--- config.mk ---
export PLATFORM = sky130hd
export DESIGN_NAME = pvic_top
export DESIGN_NICKNAME = d
export VERILOG_FILES = /design/src/rtl/pvic_pkg.sv /design/src/rtl/pvic_trig.sv /design/src/rtl/pvic_arb.sv /design/src/rtl/pvic_top.sv
export SDC_FILE = /design/constraint.sdc
export NUM_CORES = 1
export LEC_CHECK = 0
export BUFFER_PORTS_ARGS = -buffer_cell sky130_fd_sc_hd__buf_2
export CORE_ASPECT_RATIO = 1.5
export CORE_MARGIN = 1.5
export CORE_UTILIZATION = 39
export DETAILED_ROUTE_END_ITERATION = 10
export PLACE_DENSITY_LB_ADDON = 0.05
export SYNTH_ARGS = -nofsm -noshare
export SYNTH_HDL_FRONTEND = slang
export SYNTH_HIERARCHICAL = 1
export SYNTH_SLANG_ARGS = --single-unit
export TNS_END_PERCENT = 10
--- constraint.sdc ---
create_clock -name clk_i -period 1.74 [get_ports clk_i]
set_input_delay 0.261 -clock clk_i [delete_from_list [all_inputs] [get_ports clk_i]]
set_output_delay 0.261 -clock clk_i [all_outputs]
set_load 0.01 [all_outputs]
--- src/rtl/pvic_pkg.sv ---
package pvic_pkg;
    localparam int NUM_SRC  = 5;
    localparam int NUM_MASK = NUM_SRC - 1;
    localparam int ADDR_W   = 16;
    localparam int IDX_W    = $clog2(NUM_SRC);

    localparam int SRC_NMI  = 0;
    localparam int SRC_EDGE = 1;
    localparam int SRC_HI   = 2;
    localparam int SRC_LO   = 3;
    localparam int SRC_EXT  = 4;

    typedef logic [NUM_SRC-1:0] src_vec_t;

    function automatic logic [ADDR_W-1:0] fixed_vector(input logic [IDX_W-1:0] idx);
        case (idx)
            IDX_W'(SRC_NMI):  return ADDR_W'(16'h0024);
            IDX_W'(SRC_EDGE): return ADDR_W'(16'h003C);
            IDX_W'(SRC_HI):   return ADDR_W'(16'h0034);
            IDX_W'(SRC_LO):   return ADDR_W'(16'h002C);
            default:          return '0;
        endcase
    endfunction
endpackage

--- src/rtl/pvic_trig.sv ---
module pvic_trig (
    input  logic clk_i,
    input  logic rst_ni,
    input  logic nmi_i,
    input  logic edge_i,
    input  logic svc_nmi_i,
    input  logic svc_edge_i,
    output logic nmi_req_o,
    output logic edge_req_o
);
    typedef struct packed {
        logic nmi_prev;
        logic edge_prev;
        logic nmi_pend;
        logic edge_pend;
    } trig_t;

    trig_t st_d, st_q;

    always_comb begin
        st_d       = st_q;
        nmi_req_o  = nmi_i & (st_q.nmi_pend | ~st_q.nmi_prev);
        edge_req_o = st_q.edge_pend | (edge_i & ~st_q.edge_prev);
        st_d.nmi_prev  = nmi_i;
        st_d.edge_prev = edge_i;
        st_d.nmi_pend  = nmi_req_o & ~svc_nmi_i;
        st_d.edge_pend = edge_req_o & ~svc_edge_i;
    end

    always_ff @(posedge clk_i) begin
        if (!rst_ni) begin
            st_q <= '{nmi_prev: 1'b1, edge_prev: 1'b1, nmi_pend: 1'b0, edge_pend: 1'b0};
        end else begin
            st_q <= st_d;
        end
    end
endmodule

--- src/rtl/pvic_arb.sv ---
module pvic_arb #(
    parameter int N = 5
) (
    input  logic [N-1:0] req_i,
    output logic [N-1:0] grant_o
);
    always_comb begin
        logic found;
        found   = 1'b0;
        grant_o = '0;
        for (int i = 0; i < N; i++) begin
            if (req_i[i] && !found) begin
                grant_o[i] = 1'b1;
                found      = 1'b1;
            end
        end
    end
endmodule

--- src/rtl/pvic_top.sv ---
module pvic_top
    import pvic_pkg::*;
(
    input  logic                clk_i,
    input  logic                rst_ni,
    input  logic                irq_nmi_i,
    input  logic                irq_edge_i,
    input  logic                irq_lvl_hi_i,
    input  logic                irq_lvl_lo_i,
    input  logic                irq_ext_i,
    input  logic                mask_wr_i,
    input  logic [3:0]          mask_wdata_i,
    input  logic                ien_wdata_i,
    input  logic                insn_done_i,
    input  logic [15:0]         ext_vector_i,
    output logic [4:0]          ack_o,
    output logic [15:0]         svc_addr_o
);
    typedef struct packed {
        logic [NUM_MASK-1:0] mask;
        logic                ien;
        src_vec_t            ack;
        logic [ADDR_W-1:0]   vec;
    } ctl_t;

    ctl_t ctl_d, ctl_q;

    logic     nmi_req, edge_req, take;
    src_vec_t req, grant, svc;
    logic [NUM_MASK-1:0] allow;
    logic [NUM_MASK-1:0] mask_lines;

    assign mask_lines = {irq_ext_i, irq_lvl_lo_i, irq_lvl_hi_i, edge_req};

    pvic_trig trig_i (
        .clk_i      (clk_i),
        .rst_ni     (rst_ni),
        .nmi_i      (irq_nmi_i),
        .edge_i     (irq_edge_i),
        .svc_nmi_i  (svc[SRC_NMI]),
        .svc_edge_i (svc[SRC_EDGE]),
        .nmi_req_o  (nmi_req),
        .edge_req_o (edge_req)
    );

    pvic_arb #(.N(NUM_SRC)) arb_i (
        .req_i   (req),
        .grant_o (grant)
    );

    always_comb begin
        allow = ~ctl_q.mask & {NUM_MASK{ctl_q.ien}};
        req   = {mask_lines & allow, nmi_req};
        take  = insn_done_i & (|req);
        svc   = take ? grant : '0;

        ctl_d     = ctl_q;
        ctl_d.ack = svc;
        ctl_d.vec = '0;
        for (int i = 0; i < NUM_SRC; i++) begin
            if (svc[i]) begin
                ctl_d.vec = fixed_vector(IDX_W'(i));
            end
        end
        if (mask_wr_i) begin
            ctl_d.mask = mask_wdata_i;
            ctl_d.ien  = ien_wdata_i;
        end
        if (take) begin
            ctl_d.ien = 1'b0;
        end
    end

    always_ff @(posedge clk_i) begin
        if (!rst_ni) begin
            ctl_q <= '{mask: '1, ien: 1'b0, ack: '0, vec: '0};
        end else begin
            ctl_q <= ctl_d;
        end
    end

    assign ack_o      = ctl_q.ack;
    assign svc_addr_o = ctl_q.ack[SRC_EXT] ? ext_vector_i : ctl_q.vec;
endmodule

==> metrics.md, run 1 <==
| Metric | Value |
|---|---|
| Status | finished, final reports clean |
| DP Worst Slack | -0.164 ns |
| PwrDens | between 500 and 600 mW/mm2 |
| Die width | 42.8 um |
| Num Clock Sinks | 17 |
| DP HPWL | about 1600 um |
| Layout cells sized above 1 | 50.0% |
| Yosys cell types | 25 |
| Delay of the slowest critical-path stage | ~0.33 ns |
| Synth async-reset ratio | 0% |
| HP Class | input pin to flop |
| Max_slew headroom | ~72% |
| Crit path depth | 8 |
| Drt total wl | between 2000 and 2500 um |
| Clock transition at path regs | ~0.1 ns |
| Min Hold Slack | roughly 0.15 ns |
| Final Hold Viols | 0 |
| Slowest stage cell, crit path | dfxtp_2 |
| Post-CTS setup buffers | 0 |
| Worst vdd ir | 0.542 mV |
| Setup ws final | ~0.14 ns |
| Setup crit start kind | flop |
| Worst slew pin tran | 0.412 ns |
| Post-Syn Instances | between 100 and 150 |
| DRT Pass-1 Iters | 4 |
| Overall Global Routing Usage | roughly 15% |
| Multi-input gate area | 547 um2 |
| Dominant cell type by area after synthesis | dfxtp_1 |
| First-pass GRT wire length | approximately 3200 um |
| Setup tns final | 0 ns |
| Via count | just under 900 |
| Hold Path Depth | 2 |
| Mapped Area | about 930 um2 |
| CTS tree | built |
| Num ports | between 50 and 60 |
| Synth area leaders | dfxtp_1, and2_1, a211oi_1, mux2i_1, buf_4 |
| Iter 0 DRT Violations | 11 |
| Max Clk Rate | around 620 MHz |
| Skew final | around 0.0022 ns |
| Crit Path Max Fanout | 4 |
| Max clock buf depth | 2 |
| Htree depth | 1 |
| CORE AREA | about 0.0022 mm2 |
| Final nets | ~190 |
| Cell breakdown of the critical path | nor2b_2 -> or2_4 -> nor2b_4 -> and2_4 -> nor4b_4 -> inv_1 -> o211ai_1 -> a211oi_1 |
| Critical Path RT | 1.92 ns |
| Yosys top cell area share | 36.7% |
| Initial antenna violation count | 0 |
| Antenna Nets Post-Route | 0 |
| Main flop type after synthesis | dfxtp_1 |
| Die Height | 62.7 um |
| Residual DRC | 0 |
| Placed cell count | between 150 and 200 |
| Routed wire length per instance | 11.3 um |
| Sequential cell area | 343 um2 |
| Number of synthesized register bits | 17 |
| Worst r2r path cells | 8 |
| CP arrival | between 1.5 and 2 ns |
| Max_cap viols | 0 |
| Critical path class | flop to flop |
| Avg Vias per Cell | between 4 and 5 |
| Static Leak | roughly 0.64 nW |
| # fillers | 215 |
| Commonest cells in the netlist | and2_1, dfxtp_1, inv_1, nand2_1, a211oi_1 |
| Ys Warns | 6 |
| Post-Synthesis Net Count | approximately 130 |
| I/O Buffers | 50 |
| Hold buffers post-CTS | 0 |
| CP endpoint kind | flop |
| Die area | approximately 0.0027 mm2 |
| Initial Util | about two fifths |
| Final GP Congestion | 0.830 |
| CP top delay family | simple AND/OR/NAND/NOR gates |
| Std-Cell Rows | 21 |
| Final cell count without fillers | approximately 180 |
| Fin util | 57.5% |
| Register area share after synthesis | a little under two fifths |
| Clk root buf | clkbuf_4 |
| Post-synth EDFFs | 0 |
| Period Utilization, post-route | between 90% and 100% |
| P&R area growth vs syn | 38.5% |
| Tmin final | around 1.6 ns |
| Final Max Slew Viols | 0 |
| Inserted Clock Buffers | 3 |
| Vias in the first global route | around 800 |
| RSZ-0062 raised after global routing | false |
| Skew-Pair Late Insertion Delay | around 0.3 ns |
| Setup Viol. Count Final | 0 |
| Ant. Diodes | 0 |
| Gr ovfl total | 0 |
| WP buf/inv | 1 |
| Largest net degree at the start of global routing | 19 |
| Syn Area/Cell | about 8.9 um2 |
[power by group]
group | total, W | internal [W] | switching (W)
logic | 0.0000973 | 0.0000520 | 0.0000453
clock network | 0.000219 | 0.0000859 | 0.000133
registers | 0.000409 | 0.000401 | 0.00000797
[cell usage in the layout, fill, tap and decap left out, drive strengths merged, types with 2 or more instances in the layout]
cell type / count
nand2: 10
mux2: 2
buf: 55
nor4: 3
mux2i: 5
and2: 17
nor2b: 6
dfxtp: 17
nand2b: 3
inv: 10
a21oi: 4
clkbuf: 3
a211oi: 8
[path summary, 6_finish.rpt]
check | from | end | slack [ns]
setup reg to reg | trig_i/st_q[2]$_SDFF_PN1_ | ctl_q[4]$_SDFF_PP0_ | 0.14
hold reg to reg | trig_i/st_q[3]$_SDFF_PN1_ | trig_i/st_q[1]$_SDFF_PN0_ | 0.46
setup / recovery | trig_i/st_q[2]$_SDFF_PN1_ | ctl_q[4]$_SDFF_PP0_ | 0.14
hold / removal | irq_edge_i | trig_i/st_q[2]$_SDFF_PN1_ | 0.15
[state kept, by name, indices dropped and copies added, names as in the netlist]
signal,flops
ctl_q,8
trig_i/st_q,4
ack_o,5
[through the flow]
| stage | total power [W] | instance area, um2 |
|---|---|---|
| 5_1_grt | 0.000756 | 1280 |
| 3_3_place_gp | 0.000508 | 1220 |
| 4_1_cts | 0.000736 | 1250 |
| 2_1_floorplan | 0.000463 | 927 |
| 6_report | 0.000725 | 1280 |
| 3_5_place_dp | 0.000511 | 1220 |
[routing by layer]
layer / wire, um / vias to the layer above / GRT usage, %
li1: - / 444 / -
met2: 1100 / 31 / 28.0
met5: 0 / - / 0
met4: 48 / 0 / 8.20
met3: 116 / 5 / 1.45
met1: 740 / 396 / 15.7
[logic make-up (layout without fill, tap and decap cells)]
kind of cell,count (synthesis),count (layout),synth area share (%)
flops,17,17,36.7
mux,7,7,7.83
buf+inv,19,69,10.1
simple gates,44,44,29.3
compound gates,17,17,16.1
[area by class of cell]
cell class                 instances  area share, %
clock buffer                       3           1.75
tap                               23           2.24
multi-input combinational         68           42.6
clock inverter                     1          0.390
sequential                        17           26.7
inverter                          10           2.92
timing repair buffer              55           23.4
[what timing repair did]
action                     4_1_cts  5_1_grt
gates resized for setup          2       13
setup endpoints to repair        2       10
pin swaps                        0        4
Power figures use the tool's default switching activity.
==> run 2, diff against run 1 <==
--- a/config.mk
+++ b/config.mk
@@ -6,6 +6,7 @@
 export NUM_CORES = 1
 export LEC_CHECK = 0
 export BUFFER_PORTS_ARGS = -buffer_cell sky130_fd_sc_hd__buf_2
+export CAP_MARGIN = 10
 export CORE_ASPECT_RATIO = 1.5
 export CORE_MARGIN = 1.5
 export CORE_UTILIZATION = 39
==> constraint.sdc (replaced) <==
create_clock -name clk_i -period 1.4 [get_ports clk_i]
set_input_delay 0.21 -clock clk_i [delete_from_list [all_inputs] [get_ports clk_i]]
set_output_delay 0.21 -clock clk_i [all_outputs]
set_load 0.01 [all_outputs]
==> run 2 against run 1 <==
  * Critical path depth stayed put
  * Highest routed layer unchanged
  * Core utilization grew 0.22 points
  * Sequential cell count unchanged
  * The run now ends with setup timing left
  * Sequential power is 24% higher
  * Hold slack got worse by 0.048 ns
  * Global-route usage rose by 0.19 points
  * Largest power group unchanged
  * Count of clock-buffer cells in the layout did not move
==> metrics.md, run 2 (synthesized netlist as in run 1, its figures left out) <==
| Metric | Value |
|---|---|
| P&R area growth vs syn | 39.0% |
| Layout cells sized above 1 | 51.6% (+1.6 points) |
| Final GP Congestion | 0.836 (+0.72%) |
| Worst slew pin tran | 0.504 ns (+0.0920 ns) |
| Skew final | 0.00455 ns (+0.00239 ns) |
| Critical path class | flop to flop |
| Max clock buf depth | 2 (unchanged) |
| DRT Pass-1 Iters | 3 (-1) |
| Slowest stage cell, crit path | dfxtp_2 |
| Die width | 42.8 um (unchanged) |
| Via count | 890 (+1.6%) |
| Post-CTS setup buffers | 0 (unchanged) |
| Max_cap viols | 0 (unchanged) |
| Overall Global Routing Usage | 15.3% (+0.19 points) |
| Die area | 0.00268 mm2 (unchanged) |
| Drt total wl | 1940 um (-3.2%) |
| Iter 0 DRT Violations | 6 (-5) |
| Max Clk Rate | 632 MHz (+1.3%) |
| Final Max Slew Viols | 0 (unchanged) |
| # fillers | 212 (-1.4%) |
| Placed inst area | 0.00125 mm2 (+2.2%) |
| Status | complete, but fails checks |
| Worst vdd ir | 0.504 mV (-7.0%) |
| Static Leak | 0.649 nW (+2.0%) |
| Design Area, Final | 0.00129 mm2 (+0.39%) |
| Skew-Pair Late Insertion Delay | 0.30 ns (about the same) |
| First-pass GRT wire length | 3260 um (+2.4%) |
| Placed cell count | 176 (+1.1%) |
| CP arrival | 1.75 ns (-0.03 ns) |
| CP top delay family | simple AND/OR/NAND/NOR gates |
| Initial Util | 41.5% (unchanged) |
| Die Height | 62.7 um (unchanged) |
| Fin util | 57.7% (+0.22 points) |
| Clk root buf | clkbuf_4 |
| Setup tns final | -1.25 ns (-1.25 ns) |
| Critical Path RT | 1.57 ns (-0.35 ns) |
| Final Hold Viols | 0 (unchanged) |
| Final nets | 188 (+1.6%) |
| Vias in the first global route | 848 (+5.9%) |
| Failing checks | setup timing |
| PwrDens | 696 mW/mm2 (+23%) |
| Hold buffers post-CTS | 0 (unchanged) |
| HP Class | input pin to flop |
| Most flops, register | ctl_q |
| Num Clock Sinks | 17 (unchanged) |
| Delay of the slowest critical-path stage | 0.33 ns (about the same) |
| Setup Viol. Count Final | 10 (+10) |
| Clock transition at path regs | 0.10 ns (about the same) |
| Tmin final | 1.58 ns (-0.0211 ns) |
| WP buf/inv | 1 (unchanged) |
| RSZ-0062 raised after global routing | true |
| Htree depth | 1 (unchanged) |
| Max_slew headroom | 66.1% (-6.4 points) |
| DP HPWL | 1610 um (+2.0%) |
| Initial antenna violation count | 0 (unchanged) |
| CORE AREA | 0.00223 mm2 (unchanged) |
| Largest net degree at the start of global routing | 13 (-6) |
| CTS tree | built |
| Routed wire length per instance | 10.8 um (-4.9%) |
| Gr ovfl total | 0 (unchanged) |
| Std-Cell Rows | 21 (unchanged) |
| Antenna Nets Post-Route | 0 (unchanged) |
| Commonest cells after routing, fill and taps aside | buf_2, and2_1, dfxtp_1, nand2_1, inv_1 |
| Max FFs per register | 8 (unchanged) |
| Cell breakdown of the critical path | nor2b_2 -> or2_4 -> nor2b_4 -> and2_4 -> nor3b_2 -> inv_1 -> a21oi_1 -> a211oi_1 |
| CP endpoint kind | flop |
| Num ports | 51 (unchanged) |
| Crit Path Max Fanout | 4 (unchanged) |
| Period Utilization, post-route | 113% (+21 points) |
| Setup crit start kind | flop |
| I/O Buffers | 50 (unchanged) |
| Inserted Clock Buffers | 3 (unchanged) |
| Residual DRC | 0 (unchanged) |
| Avg Vias per Cell | 4.94 (about the same) |
| Most common cell after layout, fill and taps aside | buf_2 |
| Ant. Diodes | 0 (unchanged) |
| Final cell count without fillers | 180 (+1.7%) |
| DP Worst Slack | -0.239 ns (-0.0746 ns) |
| Setup ws final | -0.182 ns (-0.319 ns) |
[run 2: cell types whose count changed in the layout (fill, tap and decap cells not counted)]
cell      change
a211oi_1      -1
nor3b_2       +1
inv_2         +1
buf_12        -1
inv_1         -1
nor3b_4       -1
a21oi_2       -1
a211oi_2      +1
a21oi_1       +1
buf_4         +4
[run 2: layer usage]
metal	track usage (%)	share of wire, %
met5	0	0
met2	30.1	51
met3	2.60	9.8
met4	5.86	1.4
met1	14.7	38
[run 2: power by group]
part | total [W] | internal (W) | switching (W)
Clock | 0.000263 | 0.000107 | 0.000157
Combinational | 0.000126 | 0.0000677 | 0.0000580
Sequential | 0.000509 | 0.000498 | 0.0000101
[run 2: worst paths after layout]
| path | startpoint | end | slack [ns] | depth (start not counted) |
|---|---|---|---|---|
| worst min-delay path | irq_edge_i | trig_i/st_q[2]$_SDFF_PN1_ | 0.10 | 2 |
| worst max register to register | trig_i/st_q[2]$_SDFF_PN1_ | ctl_q[3]$_SDFF_PP0_ | -0.18 | 8 |
| worst min register to register | ctl_q[25]$_SDFFE_PN1P_ | ctl_q[25]$_SDFFE_PN1P_ | 0.48 | 2 |
| worst max-delay path | trig_i/st_q[2]$_SDFF_PN1_ | ctl_q[3]$_SDFF_PP0_ | -0.18 | 8 |
[run 2: worst reg2reg max path, cell delays in order, from the launching register on]
cell and delay [ns]:
dfxtp_2 0.33, nor2b_2 0.04, or2_4 0.24, nor2b_4 0.14
and2_4 0.18, nor3b_2 0.22, inv_1 0.08, a21oi_1 0.16
a211oi_1 0.06
[run 2: stage by stage]
step,hold slack (ns),power (W)
final,0.101,0.000898
after global routing,0.120,0.000937
after CTS,0.102,0.000903
after detailed placement,0.410,0.000643
after global placement,0.408,0.000641
after floorplan,0.272,0.000583
[run 2: cell type report]
class,count,area [um2],share of cell area [%]
multi-input cells,68,542,42.0
flip-flops and latches,17,343,26.6
inverters,10,37.5,2.91
well taps,23,28.8,2.23
clock buffers,3,22.5,1.75
repair buffers,58,310,24.1
clock inverters,1,5.00,0.388
[run 2: timing repair]
action	in CTS	in global routing
setup endpoints to repair	14	13
pin swaps	2	0
resized for setup	3	3
==> run 3, diff against run 2 <==
--- a/config.mk
+++ b/config.mk
@@ -12,6 +12,7 @@
 export CORE_UTILIZATION = 39
 export DETAILED_ROUTE_END_ITERATION = 10
 export PLACE_DENSITY_LB_ADDON = 0.05
+export SETUP_SLACK_MARGIN = 0.4
 export SYNTH_ARGS = -nofsm -noshare
 export SYNTH_HDL_FRONTEND = slang
 export SYNTH_HIERARCHICAL = 1
==> run 3 against run 2 <==
  * Total power fell by 0.14%
  * The flow still finishes with violations (setup timing)
  * Die area did not move
  * Critical endpoint is now ctl_q[4]$_SDFF_PP0_
  * Wire length fell by 0.36%
  * Register-to-register slack barely moved
  * Combinational power barely moved
==> metrics.md, run 3 (synthesized netlist as in run 1, its figures left out) <==
| Metric | Value |
|---|---|
| Status | complete, but fails checks |
| Failing checks | setup timing |
| Max clock buf depth | 2 (unchanged) |
| Most flops, register | ctl_q |
| Max FFs per register | 8 (unchanged) |
| Hold Path Depth | 2 (unchanged) |
| Clk pwr share | 29.2% (about the same) |
| Ant. Diodes | 0 (unchanged) |
| HP Class | input pin to flop |
| DRT Pass-1 Iters | 4 (+1) |
| Vias in the first global route | 845 (-0.35%) |
| P&R area growth vs syn | 39.9% |
| PwrDens | 691 mW/mm2 (-0.81%) |
| Crit Path Max Fanout | 4 (unchanged) |
| Initial antenna violation count | 0 (unchanged) |
| Die width | 42.8 um (unchanged) |
| Worst Setup SP | trig_i/st_q[2]$_SDFF_PN1_ |
| Overall Global Routing Usage | 15.3% (unchanged) |
| Hold_sp | irq_edge_i |
| Residual DRC | 0 (unchanged) |
| Layout cells sized above 1 | 52.9% (+1.3 points) |
| Final Hold Viols | 0 (unchanged) |
| Drt total wl | 1930 um (-0.36%) |
| Largest net degree at the start of global routing | 13 (unchanged) |
| Inserted Clock Buffers | 3 (unchanged) |
| Via count | 889 (-0.11%) |
| Hold buffers post-CTS | 0 (unchanged) |
| Switching Power | 0.000224 W (-0.53%) |
| Max_cap viols | 0 (unchanged) |
| Tmin final | 1.58 ns (-0.000990 ns) |
| DP HPWL | 1610 um (unchanged) |
| Die area | 0.00268 mm2 (unchanged) |
| Clock transition at path regs | 0.10 ns (about the same) |
| Max_slew headroom | 66.4% (+0.31 points) |
| Max Clk Rate | 632 MHz (about the same) |
| Avg Vias per Cell | 4.94 (-0.11%) |
| Die Height | 62.7 um (unchanged) |
| Clk root buf | clkbuf_4 |
| Fin util | 58.1% (+0.39 points) |
| Skew final | 0.00469 ns (+0.000146 ns) |
| FF-to-FF setup slack | -0.18 ns (about the same) |
| Antenna Nets Post-Route | 0 (unchanged) |
| Std-Cell Rows | 21 (unchanged) |
| Period Utilization, post-route | 113% (about the same) |
| Critical Path RT | 1.58 ns (about the same) |
| Routed wire length per instance | 10.7 um (-0.36%) |
| Combinational power share | 14.1% (about the same) |
| Initial Util | 41.5% (unchanged) |
| Final GP Congestion | 0.836 (unchanged) |
| RSZ-0062 raised after global routing | true |
| Critical path class | flop to flop |
| End of the worst hold path | trig_i/st_q[2]$_SDFF_PN1_ |
| Worst vdd ir | 0.502 mV (-0.28%) |
| Most common cell after layout, fill and taps aside | buf_2 |
| Worst r2r path cells | 8 (unchanged) |
| Setup tns final | -1.26 ns (-0.0130 ns) |
| Internal | 0.000673 W (about the same) |
| Reg-to-Reg Start | trig_i/st_q[2]$_SDFF_PN1_ |
| Setup crit start kind | flop |
| CP arrival | 1.76 ns (about the same) |
| Skew-Pair Late Insertion Delay | 0.29 ns (about the same) |
| Final Max Slew Viols | 0 (unchanged) |
| Num ports | 51 (unchanged) |
| Final nets | 188 (unchanged) |
| Htree depth | 1 (unchanged) |
| CTS tree | built |
| Min Hold Slack | 0.103 ns (+0.00187 ns) |
| Setup Viol. Count Final | 10 (unchanged) |
| Iter 0 DRT Violations | 18 (+12) |
| Num Clock Sinks | 17 (unchanged) |
| Sequential power share | 56.7% (about the same) |
| Static Leak | 0.649 nW (about the same) |
| Sw Ratio | 25.0% (-0.099 points) |
| Commonest cells after routing, fill and taps aside | buf_2, and2_1, dfxtp_1, nand2_1, inv_1 |
| I/O Buffers | 50 (unchanged) |
| First-pass GRT wire length | 3260 um (unchanged) |
| Worst slew pin tran | 0.500 ns (-0.00455 ns) |
| CP endpoint kind | flop |
| Setup ws final | -0.181 ns (+0.000990 ns) |
| Post-CTS setup buffers | 0 (unchanged) |
| Worst R2R End | ctl_q[4]$_SDFF_PP0_ |
| CORE AREA | 0.00223 mm2 (unchanged) |
| Gr ovfl total | 0 (unchanged) |
[run 3: cell count changes in the layout (fill, tap and decap cells not counted)]
cell / before / now
a211oi_1: 6 / 5
a211oi_2: 2 / 3
a21oi_2: 1 / 2
a21oi_1: 3 / 2
[run 3: worst max path at each step]
stage	endpoint	slack [ns]
CTS	ctl_q[3]$_SDFF_PP0_	-0.18
finish	ctl_q[4]$_SDFF_PP0_	-0.18
global route	ctl_q[4]$_SDFF_PP0_	-0.29
floorplan	trig_i/st_q[1]$_SDFF_PN0_	-0.06
detailed placement	ctl_q[4]$_SDFF_PP0_	-0.24
global placement	ctl_q[3]$_SDFF_PP0_	-0.20
[run 3: layout make-up]
cell class,instances,area [um2]
clock buffers,3,22.5
clock inverters,1,5.00
fillers,209,936
inverters,10,37.5
multi-input cells,68,551
flip-flops and latches,17,343
well taps,23,28.8
repair buffers,58,310
[run 3: worst max-delay path: stages, from the launching register on]
cell and delay [ns]:
dfxtp_2 0.33, nor2b_2 0.04, or2_4 0.24, nor2b_4 0.14, and2_4 0.18, nor4b_4 0.26, inv_1 0.11, o211ai_1 0.11
a211oi_1 0.06
[run 3: timing repair]
action	4_1_cts	5_1_grt
endpoints found under the setup margin	28	28
resized for setup	5	3
pin swaps	3	2
[run 3: metrics by stage]
stage	setup slack, ns	instance area, um2	power [W]	cells
2_1_floorplan	-0.0586	963	0.000583	104
3_3_place_gp	-0.201	1250	0.000641	176
3_5_place_dp	-0.239	1250	0.000643	176
4_1_cts	-0.176	1290	0.000904	180
5_1_grt	-0.287	1300	0.000938	180
6_report	-0.181	1300	0.000896	180
[run 3: power groups by stage]
| stage | sequential [W] | clock [W] | combinational (W) |
|---|---|---|---|
| floorplan | 0.000517 | 0 | 0.0000656 |
| global placement | 0.000519 | 0 | 0.000121 |
| detailed placement | 0.000519 | 0 | 0.000124 |
| CTS | 0.000508 | 0.000269 | 0.000127 |
| global route | 0.000511 | 0.000286 | 0.000140 |
| finish | 0.000508 | 0.000261 | 0.000126 |
[run 3: routing by layer]
layer | part of all wire, % | track usage, %
met3 | 10 | 2.60
met4 | 1.2 | 5.86
met2 | 51 | 30.1
met1 | 38 | 14.7
met5 | 0 | 0
